===== src/rtl/vic_pkg.sv =====
package vic_pkg;
    localparam int ADDR_W = 7;

    typedef enum logic [1:0] {
        TRIG_HIGH = 2'd0,
        TRIG_RISE = 2'd1,
        TRIG_LOW  = 2'd2,
        TRIG_FALL = 2'd3
    } trig_e;

    typedef enum logic [1:0] {
        NEST_EMPTY,
        NEST_ACTIVE,
        NEST_FULL
    } nest_state_e;

    // address regions (bits [6:5])
    localparam logic [1:0] REG_MODE = 2'b00;
    localparam logic [1:0] REG_VEC  = 2'b01;
    localparam logic [1:0] REG_CTL  = 2'b10;

    // control words within REG_CTL (bits [4:0])
    localparam logic [4:0] CTL_ACK    = 5'd0;
    localparam logic [4:0] CTL_STATUS = 5'd1;
    localparam logic [4:0] CTL_PEND   = 5'd2;
    localparam logic [4:0] CTL_EN     = 5'd3;
    localparam logic [4:0] CTL_EN_SET = 5'd4;
    localparam logic [4:0] CTL_EN_CLR = 5'd5;
    localparam logic [4:0] CTL_PCLR   = 5'd6;
    localparam logic [4:0] CTL_EOI    = 5'd7;
    localparam logic [4:0] CTL_SPUR   = 5'd8;
endpackage


===== src/rtl/vic_src_cell.sv =====
module vic_src_cell
    import vic_pkg::*;
#(
    parameter int   PRIO_W = 3,
    parameter int   VEC_W  = 32,
    parameter int   DATA_W = 32,
    parameter logic IS_EXT = 1'b0
) (
    input  logic              clk,
    input  logic              rst_n,
    input  logic              src_raw,
    input  logic              mode_we,
    input  logic              vec_we,
    input  logic [DATA_W-1:0] wdata,
    input  logic              en_set,
    input  logic              en_clr,
    input  logic              pend_clr,
    output logic              req,
    output logic [PRIO_W-1:0] prio,
    output logic [VEC_W-1:0]  vector,
    output logic [DATA_W-1:0] mode_rd,
    output logic              pend,
    output logic              en
);
    logic              src_q, src_d2;
    trig_e             trig;
    trig_e             req_trig;
    logic [PRIO_W-1:0] prio_q;
    logic [VEC_W-1:0]  vec_q;
    logic              en_q, latch_q;
    logic              edge_now, level_on;

    assign req_trig = trig_e'(wdata[5:4]);

    always_ff @(posedge clk or negedge rst_n) begin
        if (!rst_n) begin
            src_q   <= 1'b0;
            src_d2  <= 1'b0;
            trig    <= TRIG_HIGH;
            prio_q  <= '0;
            vec_q   <= '0;
            en_q    <= 1'b0;
            latch_q <= 1'b0;
        end else begin
            src_q  <= src_raw;
            src_d2 <= src_q;
            if (mode_we) begin
                prio_q <= wdata[PRIO_W-1:0];
                // low-active triggers only for external sources
                if (IS_EXT || !wdata[5]) trig <= req_trig;
            end
            if (vec_we) vec_q <= wdata[VEC_W-1:0];
            if (en_set)      en_q <= 1'b1;
            else if (en_clr) en_q <= 1'b0;
            if (edge_now)      latch_q <= 1'b1;
            else if (pend_clr) latch_q <= 1'b0;
        end
    end

    always_comb begin
        edge_now = ((trig == TRIG_RISE) &&  src_q && !src_d2) ||
                   ((trig == TRIG_FALL) && !src_q &&  src_d2);
        level_on = ((trig == TRIG_HIGH) &&  src_q) ||
                   ((trig == TRIG_LOW)  && !src_q);
        pend     = level_on || (trig[0] && latch_q);
        req      = pend && en_q;
        prio     = prio_q;
        vector   = vec_q;
        en       = en_q;
        mode_rd  = '0;
        mode_rd[PRIO_W-1:0] = prio_q;
        mode_rd[5:4]        = trig;
    end

    p_internal_trig_r2: assert property (@(posedge clk) disable iff (!rst_n)
        (mode_we && !IS_EXT && wdata[5]) |=> (trig == $past(trig)));

    p_ack_clear_r7: assert property (@(posedge clk) disable iff (!rst_n)
        (pend_clr && !edge_now) |=> !latch_q);

    p_en_set_r3: assert property (@(posedge clk) disable iff (!rst_n)
        en_set |=> en_q);
endmodule


===== src/rtl/vic_arbiter.sv =====
module vic_arbiter #(
    parameter int NSRC   = 32,
    parameter int PRIO_W = 3,
    parameter int IDX_W  = 5
) (
    input  logic [NSRC-1:0]             req,
    input  logic [NSRC-1:0][PRIO_W-1:0] prio,
    output logic                        any,
    output logic [IDX_W-1:0]            win_idx,
    output logic [PRIO_W-1:0]           win_prio
);
    // ascending scan with strict compare: equal priority keeps lower index
    always_comb begin
        any      = 1'b0;
        win_idx  = '0;
        win_prio = '0;
        for (int i = 0; i < NSRC; i++) begin
            if (req[i] && (!any || prio[i] > win_prio)) begin
                any      = 1'b1;
                win_idx  = IDX_W'(i);
                win_prio = prio[i];
            end
        end
    end
endmodule


===== src/rtl/vic_nest_stack.sv =====
module vic_nest_stack
    import vic_pkg::*;
#(
    parameter int DEPTH  = 8,
    parameter int PRIO_W = 3,
    parameter int IDX_W  = 5,
    localparam int CNT_W = $clog2(DEPTH + 1),
    localparam int PTR_W = (DEPTH > 1) ? $clog2(DEPTH) : 1
) (
    input  logic              clk,
    input  logic              rst_n,
    input  logic              push,
    input  logic [PRIO_W-1:0] push_prio,
    input  logic [IDX_W-1:0]  push_id,
    input  logic              pop,
    output logic              empty,
    output logic              full,
    output logic [PRIO_W-1:0] top_prio,
    output logic [IDX_W-1:0]  top_id,
    output logic [CNT_W-1:0]  level
);
    nest_state_e       state, state_nx;
    logic [CNT_W-1:0]  level_nx;
    logic [CNT_W-1:0]  top_sel;
    logic [PTR_W-1:0]  wr_ptr, top_ptr;
    logic              do_push, do_pop;
    logic [PRIO_W-1:0] prio_mem [DEPTH];
    logic [IDX_W-1:0]  id_mem   [DEPTH];

    // state register
    always_ff @(posedge clk or negedge rst_n) begin
        if (!rst_n) begin
            state <= NEST_EMPTY;
            level <= '0;
        end else begin
            state <= state_nx;
            level <= level_nx;
        end
    end

    // transitions
    always_comb begin
        do_push  = push && (state != NEST_FULL);
        do_pop   = pop  && (state != NEST_EMPTY);
        state_nx = state;
        level_nx = level;
        if (do_push)     level_nx = level + 1'b1;
        else if (do_pop) level_nx = level - 1'b1;
        unique case (state)
            NEST_EMPTY: begin
                if (do_push) state_nx = (DEPTH == 1) ? NEST_FULL : NEST_ACTIVE;
            end
            NEST_ACTIVE: begin
                if (do_push && level == CNT_W'(DEPTH - 1)) state_nx = NEST_FULL;
                else if (do_pop && level == CNT_W'(1))     state_nx = NEST_EMPTY;
            end
            NEST_FULL: begin
                if (do_pop) state_nx = (DEPTH == 1) ? NEST_EMPTY : NEST_ACTIVE;
            end
            default: state_nx = NEST_EMPTY;
        endcase
    end

    assign wr_ptr  = level[PTR_W-1:0];
    assign top_sel = level - 1'b1;
    assign top_ptr = top_sel[PTR_W-1:0];

    always_ff @(posedge clk or negedge rst_n) begin
        if (!rst_n) begin
            for (int k = 0; k < DEPTH; k++) begin
                prio_mem[k] <= '0;
                id_mem[k]   <= '0;
            end
        end else if (do_push) begin
            prio_mem[wr_ptr] <= push_prio;
            id_mem[wr_ptr]   <= push_id;
        end
    end

    // outputs
    always_comb begin
        empty    = (state == NEST_EMPTY);
        full     = (state == NEST_FULL);
        top_prio = empty ? '0 : prio_mem[top_ptr];
        top_id   = empty ? '0 : id_mem[top_ptr];
    end

    p_no_overflow_r12: assert property (@(posedge clk) disable iff (!rst_n)
        full |-> !push);

    p_empty_pop_r10: assert property (@(posedge clk) disable iff (!rst_n)
        (empty && pop && !push) |=> empty);

    p_pop_step_r10: assert property (@(posedge clk) disable iff (!rst_n)
        (pop && !push && !empty) |=> (level == $past(level) - 1'b1));
endmodule


===== src/rtl/vic_ctrl.sv =====
module vic_ctrl
    import vic_pkg::*;
#(
    parameter int              NSRC     = 32,
    parameter int              PRIO_W   = 3,
    parameter int              VEC_W    = 32,
    parameter int              DATA_W   = 32,
    parameter int              DEPTH    = 8,
    parameter logic [NSRC-1:0] EXT_MASK = 32'hF000_0000
) (
    input  logic              clk,
    input  logic              rst_n,
    input  logic [NSRC-1:0]   src_in,
    input  logic              bus_sel,
    input  logic              bus_wr,
    input  logic [ADDR_W-1:0] bus_addr,
    input  logic [DATA_W-1:0] bus_wdata,
    output logic [DATA_W-1:0] bus_rdata,
    output logic              cpu_irq
);
    localparam int IDX_W = (NSRC > 1) ? $clog2(NSRC) : 1;
    localparam int CNT_W = $clog2(DEPTH + 1);

    logic [1:0]  region;
    logic [4:0]  sub;
    logic        wr, rd, ctl_wr, ack_rd, ack_hit, eoi_wr;

    logic [NSRC-1:0]              req_vec, pend_vec, en_vec;
    logic [NSRC-1:0][PRIO_W-1:0]  prio_all;
    logic [NSRC-1:0][VEC_W-1:0]   vec_all;
    logic [NSRC-1:0][DATA_W-1:0]  mode_all;

    logic              any;
    logic [IDX_W-1:0]  win_idx;
    logic [PRIO_W-1:0] win_prio;
    logic              stk_empty, stk_full;
    logic [PRIO_W-1:0] top_prio;
    logic [IDX_W-1:0]  top_id;
    logic [CNT_W-1:0]  stk_level;
    logic [VEC_W-1:0]  spur_q;
    logic [DATA_W-1:0] rd_next;

    assign region  = bus_addr[ADDR_W-1:5];
    assign sub     = bus_addr[4:0];
    assign wr      = bus_sel && bus_wr;
    assign rd      = bus_sel && !bus_wr;
    assign ctl_wr  = wr && (region == REG_CTL);
    assign ack_rd  = rd && (region == REG_CTL) && (sub == CTL_ACK);
    assign eoi_wr  = ctl_wr && (sub == CTL_EOI);
    assign cpu_irq = any && (stk_empty || (win_prio > top_prio));
    assign ack_hit = ack_rd && cpu_irq;

    for (genvar g = 0; g < NSRC; g++) begin : g_src
        vic_src_cell #(
            .PRIO_W (PRIO_W),
            .VEC_W  (VEC_W),
            .DATA_W (DATA_W),
            .IS_EXT (EXT_MASK[g])
        ) u_cell (
            .clk      (clk),
            .rst_n    (rst_n),
            .src_raw  (src_in[g]),
            .mode_we  (wr && (region == REG_MODE) && (sub == 5'(g))),
            .vec_we   (wr && (region == REG_VEC)  && (sub == 5'(g))),
            .wdata    (bus_wdata),
            .en_set   (ctl_wr && (sub == CTL_EN_SET) && bus_wdata[g]),
            .en_clr   (ctl_wr && (sub == CTL_EN_CLR) && bus_wdata[g]),
            .pend_clr ((ctl_wr && (sub == CTL_PCLR) && bus_wdata[g]) ||
                       (ack_hit && (win_idx == IDX_W'(g)))),
            .req      (req_vec[g]),
            .prio     (prio_all[g]),
            .vector   (vec_all[g]),
            .mode_rd  (mode_all[g]),
            .pend     (pend_vec[g]),
            .en       (en_vec[g])
        );
    end

    vic_arbiter #(
        .NSRC   (NSRC),
        .PRIO_W (PRIO_W),
        .IDX_W  (IDX_W)
    ) u_arb (
        .req      (req_vec),
        .prio     (prio_all),
        .any      (any),
        .win_idx  (win_idx),
        .win_prio (win_prio)
    );

    vic_nest_stack #(
        .DEPTH  (DEPTH),
        .PRIO_W (PRIO_W),
        .IDX_W  (IDX_W)
    ) u_stack (
        .clk       (clk),
        .rst_n     (rst_n),
        .push      (ack_hit),
        .push_prio (win_prio),
        .push_id   (win_idx),
        .pop       (eoi_wr),
        .empty     (stk_empty),
        .full      (stk_full),
        .top_prio  (top_prio),
        .top_id    (top_id),
        .level     (stk_level)
    );

    always_ff @(posedge clk or negedge rst_n) begin
        if (!rst_n)                           spur_q <= '0;
        else if (ctl_wr && sub == CTL_SPUR)   spur_q <= bus_wdata[VEC_W-1:0];
    end

    always_comb begin
        rd_next = '0;
        unique case (region)
            REG_MODE: begin
                for (int i = 0; i < NSRC; i++)
                    if (sub == 5'(i)) rd_next = mode_all[i];
            end
            REG_VEC: begin
                for (int i = 0; i < NSRC; i++)
                    if (sub == 5'(i)) rd_next = DATA_W'(vec_all[i]);
            end
            REG_CTL: begin
                case (sub)
                    CTL_ACK:    rd_next = cpu_irq ? DATA_W'(vec_all[win_idx])
                                                  : DATA_W'(spur_q);
                    CTL_STATUS: rd_next = DATA_W'(top_id);
                    CTL_PEND:   rd_next = DATA_W'(pend_vec);
                    CTL_EN:     rd_next = DATA_W'(en_vec);
                    CTL_SPUR:   rd_next = DATA_W'(spur_q);
                    default:    rd_next = '0;
                endcase
            end
            default: rd_next = '0;
        endcase
    end

    always_ff @(posedge clk or negedge rst_n) begin
        if (!rst_n)  bus_rdata <= '0;
        else if (rd) bus_rdata <= rd_next;
    end

    p_ack_push_r6: assert property (@(posedge clk) disable iff (!rst_n)
        (ack_rd && cpu_irq) |=> (stk_level == $past(stk_level) + 1'b1));

    p_spur_read_r8: assert property (@(posedge clk) disable iff (!rst_n)
        (ack_rd && !cpu_irq) |=> (bus_rdata == DATA_W'($past(spur_q)) &&
                                  stk_level == $past(stk_level)));

    p_full_quiet_r12: assert property (@(posedge clk) disable iff (!rst_n)
        stk_full |-> !cpu_irq);

    p_win_req_r5: assert property (@(posedge clk) disable iff (!rst_n)
        cpu_irq |-> req_vec[win_idx]);
endmodule


===== config.mk =====
export PLATFORM = sky130hd
export DESIGN_NAME = vic_ctrl
export DESIGN_NICKNAME = d
export VERILOG_FILES = /design/src/rtl/vic_pkg.sv /design/src/rtl/vic_src_cell.sv /design/src/rtl/vic_arbiter.sv /design/src/rtl/vic_nest_stack.sv /design/src/rtl/vic_ctrl.sv
export SDC_FILE = /design/constraint.sdc
export NUM_CORES = 2
export LEC_CHECK = 0
export ABC_AREA = 1
export BUFFER_PORTS_ARGS = -buffer_cell sky130_fd_sc_hd__buf_2
export CELL_PAD_IN_SITES_DETAIL_PLACEMENT = 1
export CELL_PAD_IN_SITES_GLOBAL_PLACEMENT = 1
export CORE_UTILIZATION = 25
export CTS_CLUSTER_DIAMETER = 40
export CTS_CLUSTER_SIZE = 14
export DETAILED_ROUTE_END_ITERATION = 6
export PLACE_DENSITY_LB_ADDON = 0.1
export SKIP_LAST_GASP = 1
export SYNTH_ARGS = -nofsm -noshare
export SYNTH_HDL_FRONTEND = slang
export SYNTH_HIERARCHICAL = 1
export SYNTH_SLANG_ARGS = --single-unit

===== constraint.sdc =====
create_clock -name clk -period 53.5 [get_ports clk]
set_input_delay 8.025 -clock clk [delete_from_list [all_inputs] [get_ports clk]]
set_output_delay 8.025 -clock clk [all_outputs]
set_load 0.02 [all_outputs]

==> results by stage <==
Worst setup path:
- Along the worst path, the maximum fanout reaches 8.
- Following the worst setup path forward leads to its endpoint at cpu_irq.
- The depth of the worst register-to-register path is between 200 and 300.
- Data arrives at the worst endpoint at between 40 and 50 ns.
- The data required time at the worst endpoint is around 45 ns.
- The worst setup path is launched from a flop.
- The endpoint of the worst-slack reg-to-reg timing path is bus_rdata[15].
- The critical path's largest stage delay is about 0.4 ns.
- The worst setup path startpoint is g_src[0].u_cell/trig[0].
- In this run the critical register-to-register path is launched from g_src[0].u_cell/trig[0].
- The most repeated library cell on the critical path is sky130_fd_sc_hd__o21ai_0.
- The critical path is of the reg -> out type.
- The worst setup path is captured at an output port.
- The worst-path cell with the longest stage delay is sky130_fd_sc_hd__dfrtp_1.
- In this run the register-to-register setup slack is 9.72 ns.

Timing:
- The final hold violation count is 0.
- Setup repair after global routing left no endpoint under its margin.
- On the final layout, the worst hold slack is 0.405 ns.
- The final number of max-transition violations is 1.
- The maximum clock frequency is 20.7 MHz.
- The clock period minus worst slack is approximately 48 ns.
- After routing, the total negative slack on setup checks comes to 0 ns.
- The final period utilization is 0.903.
- Setup violations remaining at the end of the flow were counted as 0.
- The maximum clock skew at final layout is between 0.06 and 0.07 ns.
- The slew of the pin with the lowest slew margin is roughly 1.5 ns.
- Headroom to the max-slew limit came out at -0.00584.

Run status:
- The checks that failed: design-rule violations, max-slew violations.
- The flow ran to the end, but the final reports show violations.

Global routing:
- The number of global-route vias before repair is between 90k and 100k.
- Entering global routing, the biggest net connects around 150 pins.
- The first global-routing pass estimated about 730 mm of wire.
- The initial antenna violation count is 36.
- The total overflow reported by the global router is 0.
- The total routing usage reported by global routing is 0.250.

Die:
- After floorplanning, the core was sized to cover about 400000 um2.
- The die extent in y is about 640 um.
- The number of rows created at floorplan is roughly 230.
- The initial utilization of the core area, before any placement, comes to 0.252.
- The number of placed I/O pins is approximately 110.
- In this run the horizontal extent of the chip is between 600 and 700 um.
- The full die area is approximately 410000 um2.

Placed design:
- The global placement routability congestion is approximately 0.85.
- Buffers placed on the I/O ports in this run total 107.
- The half-perimeter wire length of the detailed placement result is 350 mm.
- Once placement finished, the instance area stood at 101000 um2.

Synthesis:
- In the post-synthesis netlist, the biggest area contributors are sky130_fd_sc_hd__dfrtp_1 (35%), sky130_fd_sc_hd__nand2_1 (13%), sky130_fd_sc_hd__buf_4 (7.4%).
- In this run, synthesis inferred 0 flip-flops with an integrated enable.
- The primary flip-flop cell chosen by synthesis mapping is sky130_fd_sc_hd__dfrtp_1.
- Among all cell types in the netlist, the one instantiated most often is sky130_fd_sc_hd__nand2_1.
- Synthesis produced between 10k and 15k cells.
- The area fraction of the dominant cell type after synthesis is 0.352.
- The yosys synthesis warning count is 6.
- Counting flops and latches in the post-synthesis netlist gives 1418.
- The async set or reset register ratio after synthesis is 1.00.
- The post-synthesis cell area is just over 100000 um2.
- The number of distinct library cells after synthesis is 61.
- After synthesis, the most frequently instantiated cells are sky130_fd_sc_hd__nand2_1 (3627), sky130_fd_sc_hd__inv_1 (1955), sky130_fd_sc_hd__dfrtp_1 (1418), sky130_fd_sc_hd__buf_4 (990), sky130_fd_sc_hd__o21ai_2 (830).
- The sequential fraction of the synthesis area is 0.352.
- Averaged over all synthesized cells, the footprint is ~7.4 um2.
- The cell type with the highest aggregate area in the netlist is sky130_fd_sc_hd__dfrtp_1.

Drt:
- The DRC violation count after routing is 2.
- The detailed-route wire length is between 500 and 600 mm.
- For this block, the initial DRC count from the detailed router was roughly 5.8k.
- The number of optimization iterations in the first detailed-route pass is 7.
- After detailed routing, the average wire length per cell comes to around 27 um.
- The routed via count divided by cell count is roughly 4.7.
- Once detail routing completed, the nets flagged for antenna violations numbered 0.
- The via total after detailed routing is around 90k.

Cells and area:
- The sequential cells in the finished layout cover a total of roughly 35000 um2.
- The ratio of cells with drive above 1 in the final layout is 0.181.
- Relative to the synthesized area, the layout overhead comes to 14.1%.
- The net count of the finished layout is around 14k.
- The total of fill cells in the finished design is between 40k and 50k.
- Summing all multi-input logic gate instances after layout gives just under 50000 um2.
- The cell area after layout is ~120000 um2.

Job:
- The max-cap check violation count is 0.

CTS:
- The total CTS buffers is 379.
- The buffer cell driving the clock tree root is sky130_fd_sc_hd__clkbuf_16.
- Post-CTS repair changed the size of 0 cells.
- The maximum root-to-sink buffer count is 4.
- The total number of clock tree sinks is 1418.
- The number of buffers added for setup after CTS is 0.
- The post-CTS clock slew at the launch and capture registers of the worst setup and hold paths is about 0.05 ns.
- In this run, post-CTS hold repair placed 0 buffers.
- The clock tree synthesis step divided the H-tree into 5 levels.
- TritonCTS built the clock tree.
- At the later pin of the worst-skew pair, clock insertion delay measures 0.98 ns.

Power:
- The static power due to leakage is ~56 nW.
- IR analysis of the VDD net gives a maximum drop of 0.185 mV.
- The ratio of total power to cell area is 81.4 nW/um2.

Hold path:
- The worst min-delay path category is reg -> reg.
- The worst hold path depth is 0.
through the flow:
step / setup WS (ns) / util / cells / total power, mW
6_report: 5.21 / 0.287 / 19200 / 9.37
2_1_floorplan: 12.71 / - / 14500 / 3.70
3_3_place_gp: 6.65 / 0.253 / 18400 / 6.91
5_1_grt: 0.304 / 0.287 / 19100 / 9.61
4_1_cts: 5.08 / 0.287 / 19100 / 9.41
3_5_place_dp: 6.30 / 0.253 / 18400 / 6.89
cells in the final DEF (no fill, tap or decap), drive strengths merged, types with 99 or more instances in the layout:
master and n:
nor3 411, o221ai 114, inv 1999, or2 192, o21ai 1407, nand2 3765, clkbuf 499, nand3 442
clkinv 99, conb 892, nand4 341, buf 398, dfrtp 1418, a21oi 317, mux2 140, o22ai 191
nor2 762
cell families after synthesis:
group	count (synthesis)	synth area share
simple gates	5933	0.255
fa+ha+maj	76	0.00942
other cells	32	0.00119
compound gates	2328	0.163
flops	1418	0.352
buf+inv	3705	0.199
mux	140	0.0201
xor+xnor	4	0.000347
power by group:
group / internal, mW / switching (mW) / total (mW)
combinational: 1.03 / 4.63 / 5.67
clock: 1.69 / 0.785 / 2.47
sequential: 1.16 / 0.0708 / 1.23
total: 3.88 / 5.49 / 9.37
metal layers:
metal / track usage / up-vias / routed length, um
li1: - / 41900 / -
met1: 0.326 / 46200 / 231000
met2: 0.424 / 2000 / 244000
met3: 0.0278 / 763 / 19100
met4: 0.0926 / 2 / 21200
met5: 0 / - / 12
flip-flops by register name, summed over array words and instances, names as in the netlist:
register	count
g_src.u_cell/vector	1024
g_src.u_cell/prio	96
u_stack/id_mem	40
g_src.u_cell/trig	36
bus_rdata	32
g_src.u_cell/en	32
g_src.u_cell/latch_q	32
g_src.u_cell/src_d2	32
g_src.u_cell/src_q	32
spur_q	32
u_stack/prio_mem	24
u_stack/level	4
u_stack/state	2
worst min-delay path by stage:
stage                             endpoint                  start
detailed placement  g_src[4].u_cell/src_d2  g_src[4].u_cell/src_q
global placement    g_src[0].u_cell/src_d2  g_src[0].u_cell/src_q
CTS                 g_src[1].u_cell/src_d2  g_src[1].u_cell/src_q
floorplan           g_src[0].u_cell/src_d2  g_src[0].u_cell/src_q
finish              g_src[3].u_cell/src_d2  g_src[3].u_cell/src_q
global route        g_src[3].u_cell/src_d2  g_src[3].u_cell/src_q
critical path, delay by kind of cell (launching register included):
| family | cells | cell delay (ns) |
|---|---|---|
| compound gates | 78 | 13.56 |
| simple gates | 139 | 12.92 |
| fa+ha+maj | 32 | 9.97 |
| buf+inv | 33 | 2.43 |
| flops | 1 | 0.40 |
area by class of cell:
type / instances / area share
Clock inverter: 200 / 0.0258
Multi-Input combinational cell: 9373 / 0.426
Sequential cell: 1418 / 0.308
Clock buffer: 499 / 0.0926
Antenna cell: 16 / 0.000348
Timing Repair Buffer: 398 / 0.0249
Tap cell: 5265 / 0.0572
Inverter: 1988 / 0.0649
No activity file was read; power rests on OpenSTA's default activity.
